--- config.mk ---
export PLATFORM = sky130hd
export DESIGN_NAME = pcd_dir_unit
export DESIGN_NICKNAME = d
export VERILOG_FILES = /design/src/rtl/pcd_pkg.sv /design/src/rtl/pcd_popcnt.sv /design/src/rtl/pcd_satinc.sv /design/src/rtl/pcd_next.sv /design/src/rtl/pcd_dir_unit.sv
export SDC_FILE = /design/constraint.sdc
export NUM_CORES = 1
export LEC_CHECK = 0
export ABC_CLOCK_PERIOD_IN_PS = 6600
export BUFFER_PORTS_ARGS = -buffer_cell sky130_fd_sc_hd__clkbuf_2
export CORE_ASPECT_RATIO = 1.5
export CORE_MARGIN = 1
export CORE_UTILIZATION = 45
export DETAILED_ROUTE_END_ITERATION = 8
export GPL_TIMING_DRIVEN = 0
export HOLD_SLACK_MARGIN = 0.1
export PLACE_DENSITY = 0.65
export SLEW_MARGIN = 30
export SYNTH_ARGS = -nofsm -noshare
export SYNTH_HDL_FRONTEND = slang
export SYNTH_HIERARCHICAL = 1
export SYNTH_SLANG_ARGS = --single-unit
--- constraint.sdc ---
create_clock -name clk -period 6.6 [get_ports clk]
set_input_delay 1.32 -clock clk [delete_from_list [all_inputs] [get_ports clk]]
set_output_delay 1.32 -clock clk [all_outputs]
set_load 0.01 [all_outputs]
--- src/rtl/pcd_pkg.sv ---
package pcd_pkg;

    typedef enum logic [1:0] {
        PG_UNC  = 2'd0,
        PG_SHR  = 2'd1,
        PG_DRT  = 2'd2,
        PG_WEAK = 2'd3
    } base_t;

    typedef enum logic [1:0] {
        EV_READ    = 2'd0,
        EV_WRITE   = 2'd1,
        EV_RELEASE = 2'd2,
        EV_ACQUIRE = 2'd3
    } ev_kind_t;

endpackage

--- src/rtl/pcd_popcnt.sv ---
module pcd_popcnt #(
    parameter int W    = 4,
    parameter int OW   = 3
) (
    input  logic [W-1:0]  vec,
    output logic [OW-1:0] ones
);
    always_comb begin
        ones = '0;
        for (int i = 0; i < W; i++) begin
            ones = ones + OW'(vec[i]);
        end
    end
endmodule

--- src/rtl/pcd_satinc.sv ---
module pcd_satinc #(
    parameter int W    = 2,
    parameter int MAXV = 3
) (
    input  logic [W-1:0] val,
    output logic [W-1:0] inc
);
    localparam logic [W-1:0] TOP = W'(MAXV);

    assign inc = (val >= TOP) ? TOP : val + W'(1);
endmodule

--- src/rtl/pcd_next.sv ---
module pcd_next
    import pcd_pkg::*;
#(
    parameter int NPROC        = 4,
    parameter int PW           = 2,
    parameter int CW           = 2,
    parameter int CNTW         = 3,
    parameter int NOTICE_LIMIT = 2,
    parameter int CHECK_LIMIT  = 2
) (
    input  ev_kind_t            kind,
    input  logic [PW-1:0]       proc,
    input  base_t               cur_base,
    input  logic                cur_unsafe,
    input  logic [NPROC-1:0]    cur_rd,
    input  logic [NPROC-1:0]    cur_wr,
    input  logic [NPROC-1:0]    cur_pend,
    input  logic [CW-1:0]       cur_ntc,
    input  logic [CW-1:0]       cur_chk,
    output base_t               nx_base,
    output logic                nx_unsafe,
    output logic [NPROC-1:0]    nx_rd,
    output logic [NPROC-1:0]    nx_wr,
    output logic [NPROC-1:0]    nx_pend,
    output logic [CW-1:0]       nx_ntc,
    output logic [CW-1:0]       nx_chk,
    output logic [NPROC-1:0]    notify,
    output logic                inval,
    output logic [CNTW-1:0]     cnt
);
    localparam logic [CW-1:0] NLIM_C = CW'(NOTICE_LIMIT);
    localparam logic [CW-1:0] CLIM_C = CW'(CHECK_LIMIT);

    logic [NPROC-1:0] pm;
    logic [NPROC-1:0] holders_now;
    logic [NPROC-1:0] holders_nx;
    logic [CW-1:0]    ntc_inc;
    logic [CW-1:0]    chk_inc;

    always_comb begin
        for (int i = 0; i < NPROC; i++) begin
            pm[i] = (proc == PW'(i));
        end
    end

    assign holders_now = cur_rd | cur_wr | cur_pend;

    pcd_satinc #(.W(CW), .MAXV(NOTICE_LIMIT + 1)) u_ntc_inc (.val(cur_ntc), .inc(ntc_inc));
    pcd_satinc #(.W(CW), .MAXV(CHECK_LIMIT + 1))  u_chk_inc (.val(cur_chk), .inc(chk_inc));

    // mapping bitmaps
    always_comb begin
        nx_rd   = cur_rd;
        nx_wr   = cur_wr;
        nx_pend = cur_pend;
        inval   = 1'b0;
        unique case (kind)
            EV_READ: begin
                nx_rd = cur_rd | pm;
            end
            EV_WRITE: begin
                if ((cur_wr & pm) == '0) begin
                    nx_pend = cur_pend | pm;
                end
            end
            EV_RELEASE: begin
                if ((cur_pend & pm) != '0) begin
                    nx_wr   = cur_wr | pm;
                    nx_pend = cur_pend & ~pm;
                end
            end
            EV_ACQUIRE: begin
                if (cur_base == PG_WEAK && (holders_now & pm) != '0) begin
                    nx_rd   = cur_rd & ~pm;
                    nx_wr   = cur_wr & ~pm;
                    nx_pend = cur_pend & ~pm;
                    inval   = 1'b1;
                end
            end
            default: ;
        endcase
    end

    assign holders_nx = nx_rd | nx_wr | nx_pend;

    pcd_popcnt #(.W(NPROC), .OW(CNTW)) u_cnt (.vec(holders_nx), .ones(cnt));

    // sharing state and history
    always_comb begin
        nx_base   = cur_base;
        nx_unsafe = cur_unsafe;
        nx_ntc    = cur_ntc;
        nx_chk    = cur_chk;
        notify    = '0;
        if (kind == EV_ACQUIRE) begin
            if (cnt == '0) begin
                nx_base = PG_UNC;
            end
            if (cur_base != PG_WEAK && cur_unsafe) begin
                if (chk_inc > CLIM_C) begin
                    nx_unsafe = 1'b0;
                    nx_chk    = '0;
                    nx_ntc    = '0;
                end else begin
                    nx_chk    = chk_inc;
                end
            end
        end else begin
            if (cur_base == PG_WEAK) begin
                nx_base = PG_WEAK;
            end else if (cnt == '0) begin
                nx_base = PG_UNC;
            end else if (cnt == CNTW'(1)) begin
                nx_base = PG_DRT;
            end else if (nx_wr != '0) begin
                nx_base = PG_WEAK;
            end else begin
                nx_base = PG_SHR;
            end
            if (cur_base != PG_WEAK && nx_base == PG_WEAK && !cur_unsafe) begin
                if (cur_ntc <= NLIM_C) begin
                    notify = holders_nx & ~pm;
                    nx_ntc = ntc_inc;
                end else begin
                    nx_unsafe = 1'b1;
                    nx_chk    = '0;
                end
            end
        end
    end
endmodule

--- src/rtl/pcd_dir_unit.sv ---
module pcd_dir_unit
    import pcd_pkg::*;
#(
    parameter int NPROC        = 4,
    parameter int NPAGE        = 4,
    parameter int NOTICE_LIMIT = 2,
    parameter int CHECK_LIMIT  = 2,
    localparam int PW   = (NPROC > 1) ? $clog2(NPROC) : 1,
    localparam int AW   = (NPAGE > 1) ? $clog2(NPAGE) : 1,
    localparam int CNTW = $clog2(NPROC + 1)
) (
    input  logic              clk,
    input  logic              rst,
    input  logic              ev_valid,
    output logic              ev_ready,
    input  logic [1:0]        ev_kind,
    input  logic [PW-1:0]     ev_proc,
    input  logic [AW-1:0]     ev_page,
    output logic              rsp_valid,
    output logic [2:0]        rsp_state,
    output logic [CNTW-1:0]   rsp_count,
    output logic [NPROC-1:0]  rsp_notify,
    output logic              rsp_inval
);
    localparam int MAXLIM = (NOTICE_LIMIT > CHECK_LIMIT) ? NOTICE_LIMIT : CHECK_LIMIT;
    localparam int CW     = $clog2(MAXLIM + 2);

    typedef struct packed {
        base_t            base;
        logic             unsafe;
        logic [NPROC-1:0] rd;
        logic [NPROC-1:0] wr;
        logic [NPROC-1:0] pend;
        logic [CW-1:0]    ntc;
        logic [CW-1:0]    chk;
    } entry_t;

    typedef struct packed {
        entry_t [NPAGE-1:0] ent;
        logic               vld;
        logic [2:0]         st;
        logic [CNTW-1:0]    cnt;
        logic [NPROC-1:0]   ntf;
        logic               inv;
    } regs_t;

    regs_t            r_d, r_q;
    entry_t           cur, nxt;
    logic             fire;
    logic [NPAGE-1:0] hit;
    logic [NPROC-1:0] nx_notify;
    logic             nx_inval;
    logic [CNTW-1:0]  nx_cnt;

    assign ev_ready = !rst;
    assign fire     = ev_valid && ev_ready;

    generate
        for (genvar g = 0; g < NPAGE; g++) begin : g_hit
            assign hit[g] = fire && (ev_page == AW'(g));
        end
    endgenerate

    always_comb begin
        cur = '0;
        for (int p = 0; p < NPAGE; p++) begin
            if (ev_page == AW'(p)) begin
                cur = r_q.ent[p];
            end
        end
    end

    pcd_next #(
        .NPROC(NPROC), .PW(PW), .CW(CW), .CNTW(CNTW),
        .NOTICE_LIMIT(NOTICE_LIMIT), .CHECK_LIMIT(CHECK_LIMIT)
    ) u_next (
        .kind       (ev_kind_t'(ev_kind)),
        .proc       (ev_proc),
        .cur_base   (cur.base),
        .cur_unsafe (cur.unsafe),
        .cur_rd     (cur.rd),
        .cur_wr     (cur.wr),
        .cur_pend   (cur.pend),
        .cur_ntc    (cur.ntc),
        .cur_chk    (cur.chk),
        .nx_base    (nxt.base),
        .nx_unsafe  (nxt.unsafe),
        .nx_rd      (nxt.rd),
        .nx_wr      (nxt.wr),
        .nx_pend    (nxt.pend),
        .nx_ntc     (nxt.ntc),
        .nx_chk     (nxt.chk),
        .notify     (nx_notify),
        .inval      (nx_inval),
        .cnt        (nx_cnt)
    );

    always_comb begin
        r_d     = r_q;
        r_d.vld = fire;
        if (fire) begin
            r_d.st  = {nxt.unsafe, nxt.base};
            r_d.cnt = nx_cnt;
            r_d.ntf = nx_notify;
            r_d.inv = nx_inval;
        end
        for (int p = 0; p < NPAGE; p++) begin
            if (hit[p]) begin
                r_d.ent[p] = nxt;
            end
        end
    end

    always_ff @(posedge clk) begin
        if (rst) begin
            r_q <= '0;
        end else begin
            r_q <= r_d;
        end
    end

    assign rsp_valid  = r_q.vld;
    assign rsp_state  = r_q.st;
    assign rsp_count  = r_q.cnt;
    assign rsp_notify = r_q.ntf;
    assign rsp_inval  = r_q.inv;
endmodule

==> results.toml <==
[outcome]
run_status = "completed"

[power_and_ir_drop]
power.ir.vdd_worst_uv = 119
power_per_cell_area_nw_per_um2 = 207
leakagePower_nw = 2.36
power.total_mw = 1.14

[run]
drv.max_cap_violation_count = 0

[cells_and_area]
final_core_utilization_pct = 52.0
syn2layout_area_growth_pct = 11.0
num-fill-cells = 988
post_layout_nonfiller_instances = 681
num_antenna_cells = 0
finish.net_count = 548
fraction_of_layout_instances_using_a_drive_strength_above_1_pct = 17.1

[clocking]
clock_latency_ps = 340
tritoncts_buffer_count = 9
post_cts_buffers = 0
htreeDepth = 3
path_clk_slew_ps = 60
ctsRootBufferMaster = "sky130_fd_sc_hd__clkbuf_16"
cts_tree = "yes"
cts_resized = 0
cts.path.max_buffers = 2
cts_hold_buffers = 0
numClockSinks = 88

[yosys]
postSynth.asyncResetShare_pct = 0
number_of_enable_flip_flop_cells_after_synthesis = 0
synth-seq-cells = 88
netlist_instances = 506
syn-mean-instance-area_sq_um = 9.85
yosysUniqueCellTypes = 52
postSynth.topFlopCell = "sky130_fd_sc_hd__dfxtp_1"
portion_of_the_post_synthesis_area_used_by_sequential_elements_pct = 35.3
ys.warnings.count = 6
mappedNetlistNets = 522
cell_area_after_synthesis_sq_um = 4980

[drt]
post-route-drc-count = 0
num_vias = 3860
drt-pass1-iter-count = 5
drt_iter0_drc = 188
wl_per_cell_um = 18.5
drt.antenna.violating_nets = 0
wirelength_um = 12600
routed_via_density = 5.67

[sta]
finalMaxSlewViolations = 0
fmaxAchievable_mhz = 167
finalClockSkew_ps = 8.72
timing.setup.tns_ps = 0
final-setup-viol-count = 0
final.min_clock_period_ps = 5980
unrepaired_setup_endpoints_after_global_routing = "false"
finalHoldViolations = 0
tightestPinTransition_ps = 620
rel_slew_slack_pct = 58.6
period_share_pct = 90.6
holdWs_ps = 470

[global_route]
globalRouteTotalUtil_pct = 23.8
gr-total-overflow = 0
vias_in_the_first_global_route = 3948
grt_start_max_net_pins = 16
antenna_found_initial = 0
grt_first_pass_wirelength_um = 20300

[setup_path]
cp.arrival_ps = 6250
required_time_of_the_critical_path_ps = 6870
crit-reg2reg-capture = "r_q[85]$_SDFFE_PP0P_"
setup.worst_path.start_class = "input pin"
critPathKind = "in -> reg"
critPathMaxFanout = 10
rr_worst_depth = 18
timing.critical_path.from = "ev_page[0]"
critPathCaptureType = "flop"
setup_slack_of_the_most_critical_reg_to_reg_path_ps = 2060
timing.rr.start = "r_q[86]$_SDFFE_PP0P_"
cp-endpoint = "r_q[85]$_SDFFE_PP0P_"

[place]
io_buffers = 15
detailed_place_hpwl_um = 9180
placed_cells_incl_taps = 665
gp_congestion = 0.923

[floorplan]
core_sq_um = 10600
core.rowCount = 46
design.portCount = 22
floorplan.die.width_um = 87.9
die-area_sq_um = 11500
dieHeight_um = 131
floorplan.initialDensity_pct = 46.8

[worst_hold_path]
worst_hold_path_type = "reg -> reg"
placed cells by master, fill, tap and decap left out, drive strengths merged, types with 2 or more instances in the layout:
| cell | count |
|---|---|
| or2 | 3 |
| mux4 | 20 |
| a21oi | 16 |
| nand2 | 15 |
| nand4b | 2 |
| clkbuf | 37 |
| nor4b | 2 |
| nor4 | 3 |
| nor2 | 21 |
| o21ai | 15 |
| clkinv | 4 |
| mux2i | 87 |
| o21bai | 2 |
| o31ai | 3 |
| and2 | 5 |
| nand3b | 2 |
| nand3 | 3 |
| buf | 35 |
| o21a | 2 |
| inv | 17 |
| o22ai | 4 |
| o211ai | 3 |
| nand2b | 100 |
| ha | 6 |
| dfxtp | 88 |
| nor3 | 9 |
| and3b | 4 |
| nand4 | 3 |
| nor2b | 4 |
| nor3b | 4 |
| a2bb2oi | 3 |
where the power goes:
| part | switching, mW | total, mW | internal [mW] |
|---|---|---|---|
| sequential | 0.00176 | 0.536 | 0.534 |
| clock | 0.216 | 0.494 | 0.278 |
| combinational | 0.0658 | 0.112 | 0.0464 |
layer usage:
layer	track usage (%)	routed length (um)
met1	26.8	5080
met4	14.0	589
met2	42.1	6530
met5	0	0
met3	3.33	426
cells in the mapped netlist, types with 3 or more instances:
cell                          n  area, sq um
sky130_fd_sc_hd__nand2b_1   100          626
sky130_fd_sc_hd__dfxtp_1     88         1760
sky130_fd_sc_hd__mux2i_1     87          871
sky130_fd_sc_hd__nor2_1      21         78.8
sky130_fd_sc_hd__mux4_2      20          450
sky130_fd_sc_hd__buf_2       17         85.1
sky130_fd_sc_hd__a21oi_1     16         80.1
sky130_fd_sc_hd__inv_1       16         60.1
sky130_fd_sc_hd__nand2_1     15         56.3
sky130_fd_sc_hd__buf_4       14          105
sky130_fd_sc_hd__o21ai_0     14         70.1
sky130_fd_sc_hd__clkbuf_1    11         41.3
sky130_fd_sc_hd__nor3_1       9         45.0
sky130_fd_sc_hd__ha_1         6         75.1
sky130_fd_sc_hd__and2_1       5         31.3
sky130_fd_sc_hd__nor2b_1      4         25.0
sky130_fd_sc_hd__nor3b_1      4         30.0
sky130_fd_sc_hd__a2bb2oi_1    3         26.3
sky130_fd_sc_hd__and3b_1      3         26.3
sky130_fd_sc_hd__buf_6        3         33.8
sky130_fd_sc_hd__nand3_1      3         15.0
sky130_fd_sc_hd__nand4_1      3         18.8
sky130_fd_sc_hd__o211ai_1     3         22.5
sky130_fd_sc_hd__o31ai_1      3         22.5
sky130_fd_sc_hd__or2_1        3         18.8
metrics by stage:
stage	area (sq um)	worst slack (ps)
after detailed placement	5240	317
after floorplan	4980	1350
after global routing	5530	187
final	5530	620
after CTS	5530	659
after global placement	5240	337
flip-flops by register name, indices dropped and copies added, names as in the netlist:
signal and flops:
r_q 76, rsp_count 3, rsp_inval 1, rsp_notify 4
rsp_state 3, rsp_valid 1
layout make-up:
cell class | count | area (sq um) | area share, %
plain buffers | 46 | 269 | 4.86
clock buffers | 11 | 253 | 4.57
clock inverters | 5 | 38.8 | 0.701
inverters | 17 | 63.8 | 1.15
multi-input cells | 355 | 2890 | 52.3
flip-flops and latches | 88 | 1760 | 31.8
well taps | 144 | 180 | 3.26
repair buffers | 15 | 75.1 | 1.36
how the worst min path moves through the flow:
stage               cells past startpoint              endpoint            startpoint  slack (ps)
finish                                  2  r_q[23]$_SDFFE_PP0P_  r_q[23]$_SDFFE_PP0P_         470
global route                            2  r_q[55]$_SDFFE_PP0P_  r_q[55]$_SDFFE_PP0P_         500
CTS                                     2  r_q[23]$_SDFFE_PP0P_  r_q[23]$_SDFFE_PP0P_         470
detailed placement                      2  r_q[40]$_SDFFE_PP0P_  r_q[40]$_SDFFE_PP0P_         460
global placement                        2  r_q[27]$_SDFFE_PP0P_  r_q[27]$_SDFFE_PP0P_         460
floorplan                               2  r_q[31]$_SDFFE_PP0P_  r_q[31]$_SDFFE_PP0P_         450
kinds of logic after synthesis:
family / after synthesis / share of synthesized area [%]
AND/OR/NAND/NOR: 184 / 22.1
multiplexers: 108 / 26.7
flip-flops: 88 / 35.3
buffers and inverters: 63 / 6.68
AO/OA/AOI/OAI: 56 / 7.28
adder cells (fa/ha/maj): 7 / 1.91
critical path, stage by stage:
cell	delay [ps]
sky130_fd_sc_hd__buf_2	190
sky130_fd_sc_hd__buf_2	350
sky130_fd_sc_hd__buf_4	280
sky130_fd_sc_hd__mux4_2	240
sky130_fd_sc_hd__clkbuf_1	290
sky130_fd_sc_hd__nand3_1	260
sky130_fd_sc_hd__o21ai_0	360
sky130_fd_sc_hd__a21oi_1	160
sky130_fd_sc_hd__a221oi_1	430
sky130_fd_sc_hd__inv_1	80
sky130_fd_sc_hd__inv_1	90
sky130_fd_sc_hd__fa_1	420
sky130_fd_sc_hd__inv_1	70
sky130_fd_sc_hd__ha_1	140
sky130_fd_sc_hd__ha_1	200
sky130_fd_sc_hd__nor2_1	100
sky130_fd_sc_hd__nor3_1	400
sky130_fd_sc_hd__and3b_4	320
sky130_fd_sc_hd__a2bb2oi_1	220
sky130_fd_sc_hd__nand2b_1	160
sky130_fd_sc_hd__mux2i_1	160
Note: power is estimated with default switching activity, not from simulation.
